## src/rtl/ecc_err_log.sv

```systemverilog
module ecc_err_log #(
  parameter int ADDR_W = 33,
  parameter int SYN_W  = 8,
  parameter int OFF_W  = 5
) (
  input  logic              clk,
  input  logic              rst_n,
  input  logic              ce_evt,
  input  logic              ue_evt,
  input  logic [ADDR_W-1:0] fail_addr,
  input  logic              fail_chan,
  input  logic [SYN_W-1:0]  fail_syn,
  input  logic              rfto_evt,
  input  logic              lock_evt,
  input  logic              therm_evt,
  input  logic              req_valid,
  output logic              req_ready,
  input  logic              req_write,
  input  logic [OFF_W-1:0]  req_offset,
  input  logic [31:0]       req_wdata,
  output logic              rsp_valid,
  output logic [31:0]       rsp_rdata,
  output logic              sys_err
);
  localparam logic [15:0]      EMASK    = 16'h0B03;
  localparam logic [OFF_W-1:0] OFF_STAT = OFF_W'(5'h00);
  localparam logic [OFF_W-1:0] OFF_CMD  = OFF_W'(5'h04);
  localparam logic [OFF_W-1:0] OFF_PTR  = OFF_W'(5'h08);
  localparam logic [OFF_W-1:0] OFF_EXT  = OFF_W'(5'h0C);
  localparam logic [OFF_W-1:0] OFF_SYN  = OFF_W'(5'h10);

  logic [15:0]       stat_q, cmd_q;
  logic [ADDR_W-1:0] addr_q;
  logic              chan_q;
  logic [SYN_W-1:0]  syn_q;
  logic [31:0]       rd_mux;

  assign req_ready = 1'b1;

  wire acc    = req_valid & req_ready;
  wire wr_acc = acc & req_write;
  wire rd_acc = acc & ~req_write;

  wire [15:0] evt = {4'b0, therm_evt, 1'b0, lock_evt, rfto_evt, 6'b0, ue_evt, ce_evt};
  wire [15:0] clr = (wr_acc && req_offset == OFF_STAT) ? (req_wdata[15:0] & EMASK) : 16'h0;

  wire ue_cap = ue_evt & ~stat_q[1];
  wire ce_cap = ce_evt & ~ue_evt & ~stat_q[1] & ~stat_q[0];

  always_ff @(posedge clk) begin
    if (!rst_n) begin
      stat_q <= '0;
      cmd_q  <= '0;
      addr_q <= '0;
      chan_q <= 1'b0;
      syn_q  <= '0;
    end else begin
      stat_q <= (stat_q & ~clr) | evt;
      if (wr_acc && req_offset == OFF_CMD)
        cmd_q <= req_wdata[15:0] & EMASK;
      if (ue_cap || ce_cap) begin
        addr_q <= fail_addr;
        chan_q <= fail_chan;
        syn_q  <= fail_syn;
      end
    end
  end

  always_comb begin
    rd_mux = '0;
    case (req_offset)
      OFF_STAT: rd_mux[15:0] = stat_q;
      OFF_CMD:  rd_mux[15:0] = cmd_q;
      OFF_PTR:  rd_mux = {addr_q[31:7], 6'b0, chan_q};
      OFF_EXT:  rd_mux[0] = addr_q[32];
      OFF_SYN:  rd_mux[SYN_W-1:0] = syn_q;
      default:  rd_mux = '0;
    endcase
  end

  always_ff @(posedge clk) begin
    if (!rst_n) begin
      rsp_valid <= 1'b0;
      rsp_rdata <= '0;
    end else begin
      rsp_valid <= rd_acc;
      if (rd_acc) rsp_rdata <= rd_mux;
    end
  end

  assign sys_err = |(stat_q & cmd_q);
endmodule

```

## config.mk

```make
export PLATFORM = sky130hd
export DESIGN_NAME = ecc_err_log
export DESIGN_NICKNAME = d
export VERILOG_FILES = /design/src/rtl/ecc_err_log.sv
export SDC_FILE = /design/constraint.sdc
export NUM_CORES = 1
export LEC_CHECK = 0
export ABC_AREA = 1
export ABC_CLOCK_PERIOD_IN_PS = 1100
export BUFFER_PORTS_ARGS = -buffer_cell sky130_fd_sc_hd__buf_2
export CORE_ASPECT_RATIO = 1.1
export CORE_UTILIZATION = 43
export CTS_CLUSTER_SIZE = 20
export DETAILED_ROUTE_END_ITERATION = 8
export PLACE_DENSITY_LB_ADDON = 0.3
export SYNTH_ARGS = -nofsm -noshare
export SYNTH_HDL_FRONTEND = slang
export SYNTH_SLANG_ARGS = --single-unit
export TNS_END_PERCENT = 100
```

## constraint.sdc

```tcl
create_clock -name clk -period 1.1 [get_ports clk]
set_clock_uncertainty 0.15 [all_clocks]
set_input_delay 0.055 -clock clk [delete_from_list [all_inputs] [get_ports clk]]
set_output_delay 0.055 -clock clk [all_outputs]
set_load 0.02 [all_outputs]
```

==> metrics.yaml <==
outcome:
  outcome: "complete, but fails checks"
  violations: "setup timing"
worst_hold_path:
  hold_class: "in -> reg"
placed_design:
  io_buffer_count: 87
  gp_congestion: 0.872
  placedCellCount: 575
  place_hpwl_um: 5320
  dpl-instance-area_mm2: 0.00388
clock_network:
  htreeDepth: 3
  cts.path.max_buffers: 2
  clk_latency_ps: 340
  cts_made_buffers: 9
  root_buffer: "clkbuf_8"
  clk_pin_slew_ps: 80
  cts_tree: "done"
  clock_sinks: 78
route:
  firstDrtPassIters: 4
  routedWlPerCell_um: 13.3
  routed_wl_um: 8630
  vias_per_cell: 4.96
  antenna_left: 0
  drt_iter0_drc: 96
  vias: 3211
  drc: 0
setup_path:
  critical_path.max_fanout: 8
  start_kind: "flip-flop"
  slowest_stage: "dfxtp_2"
  crit_chain: "buf_4 > o21ai_4 > nand2_8 > clkinv_8 > clkbuf_16 > nor2_1 > nor2_1"
  required_ps: 1180
  max_stage_delay_ps: 360
  cpMostUsedCell: "nor2_1"
  critical_path_arrival_ps: 1530
  critical_path_class: "reg -> reg"
  cp_num_buf_inv: 3
  crit_path_end_kind: "flip-flop"
  crit_family: "buffers and inverters"
layout:
  nFillCells: 557
  syn_to_final_growth_pct: 59.2
  multi_input_area_mm2: 0.00155
  drive_above_1_share_pct: 40.5
  n_antenna_cell: 0
  layout.cells.non_filler: 648
  regArea_mm2: 0.00157
  final_cell_area_mm2: 0.00495
  nNetsFinal: 646
synth:
  synthTopCellsByCount: "dfxtp_1, nor2_1, nand2_1"
  syn-num-nets: 482
  synthTopCellsByArea: "dfxtp_1, o21ai_0, nor2_1"
  ys_seq_area_share_pct: 50.2
  syn_avg_cell_area_um2: 7.90
  synth_most_common_cell: "dfxtp_1"
  synth-seq-cells: 78
  synth_edf_count: 0
  yosysTopAreaCell: "dfxtp_1"
  async_flop_share_pct: 0
  synth_ff_type: "dfxtp_1"
  syn_area_mm2: 0.00311
  yosys_warnings: 0
  synth_top_cell_area_share_pct: 50.2
  synthCells: 394
  yosysUniqueCellTypes: 25
power_and_ir_drop:
  p_leak_nw: 2.20
  peakVddDrop_v: 0.00127
  power_density_mw_per_mm2: 1340
sta:
  timing.fmax_ghz: 0.692
  fin_ws_ps: -344
  setup_viol: 37
  tns_ps: -10870
  hold_viol: 0
  post-route-period-util_pct: 131
  fin_crit_ps: 1440
  slew_viol_final: 0
  rsz0062_at_grt: "yes"
global_routing:
  grt_use_met2_pct: 39.6
  track_usage_pct: 22.3
  grt_util_met3_pct: 4.55
  grt.busiest_layer: "met2"
  antenna_found_initial: 0
  grt_max_degree: 41
  grt-ovfl-total: 0
  grt_pass1_vias: 3134
  use_met1_pct: 26.6
  grt_pass1_wl_um: 13800
floorplanning:
  die_area_mm2: 0.00758
  core_mm2: 0.00701
  num_rows: 32
  start_util_pct: 44.4
  die-width_um: 83.1
  die_h_um: 91.2
  ioPinCount: 123
run:
  drv_cap: 0
[what timing repair did]
item,CTS,global route
setup endpoints to repair,36,39
hold endpoints to repair,46,0
setup buffers,3,0
hold buffers,48,0
resized for setup,29,36
gates cloned,1,5
pin swaps,5,15
[worst register-to-register path, stage by stage, from the launching register on]
cell and delay [ps]:
dfxtp_2 360, buf_4 140, o21ai_4 70, nand2_8 170, clkinv_8 110, clkbuf_16 170, nor2_1 110, nor2_1 60
[layout by cell type, fill, tap and decap left out, drive strengths merged]
cell,Yosys,layout
nor3,1,1
dfxtp,78,78
nand3,17,17
bufinv,0,2
nor2,82,82
clkbuf,12,16
a21oi,41,41
buf,10,123
o21ai,66,66
a221oi,1,1
inv,17,16
nand2,67,67
dlygate4sd3,0,48
clkinv,1,4
conb,1,1
[path summary, 6_finish.rpt]
| check | from | endpoint | slack, ps | cells after the start |
|---|---|---|---|---|
| worst max-delay path | stat_q[0]$_SDFF_PN0_ | addr_q[25]$_SDFFE_PN0P_ | -340 | 7 |
| worst min-delay path | req_write | rsp_rdata[8]$_SDFFE_PN0P_ | 20 | 5 |
| worst max register to register | stat_q[0]$_SDFF_PN0_ | addr_q[25]$_SDFFE_PN0P_ | -340 | 7 |
| worst min register to register | rsp_rdata[3]$_SDFFE_PN0P_ | rsp_rdata[3]$_SDFFE_PN0P_ | 310 | 2 |
[final cells by class]
type,count,share of cell area (%)
Sequential cell,78,31.6
Clock inverter,4,1.41
Multi-Input combinational cell,276,31.3
Timing Repair Buffer,175,28.9
Clock buffer,12,2.93
Tap cell,85,2.15
Inverter,18,1.67
[stage by stage]
stage	util (%)	power [mW]	hold WS (ps)	worst slack, ps
floorplan	-	3.64	22.4	-40.1
global placement	55.4	3.97	115	-133
detailed placement	55.4	4.00	128	-144
CTS	67.3	6.51	6.12	-320
global route	70.7	6.92	43.4	-404
finish	70.7	6.66	20.5	-344
[sequential cells by signal (all words and copies together), names as in the netlist]
register   count
stat_q         5
syn_q          8
addr_q        26
rsp_rdata     32
cmd_q          5
rsp_valid      1
chan_q         1
[cell families after synthesis]
family,count (synthesis),synth area share (%)
other,1,0.120
AND/OR/NAND/NOR,167,23.4
buffers and inverters,40,6.19
AO/OA/AOI/OAI,108,20.1
flip-flops,78,50.2
[where the power goes]
part / total (mW) / internal [mW] / leakage [nW] / switching [mW]
Sequential: 3.10 / 3.00 / 0.643 / 0.0963
Clock: 2.34 / 1.34 / 0.110 / 1.01
Combinational: 1.22 / 0.613 / 1.45 / 0.606
Total: 6.66 / 4.95 / 2.20 / 1.71
[layer usage]
layer	part of all wire [%]	wire, µm
met2	52	4460
met4	1.7	146
met5	0	0
met1	43	3710
met3	3.6	309
(Power assumes the default switching activity.)
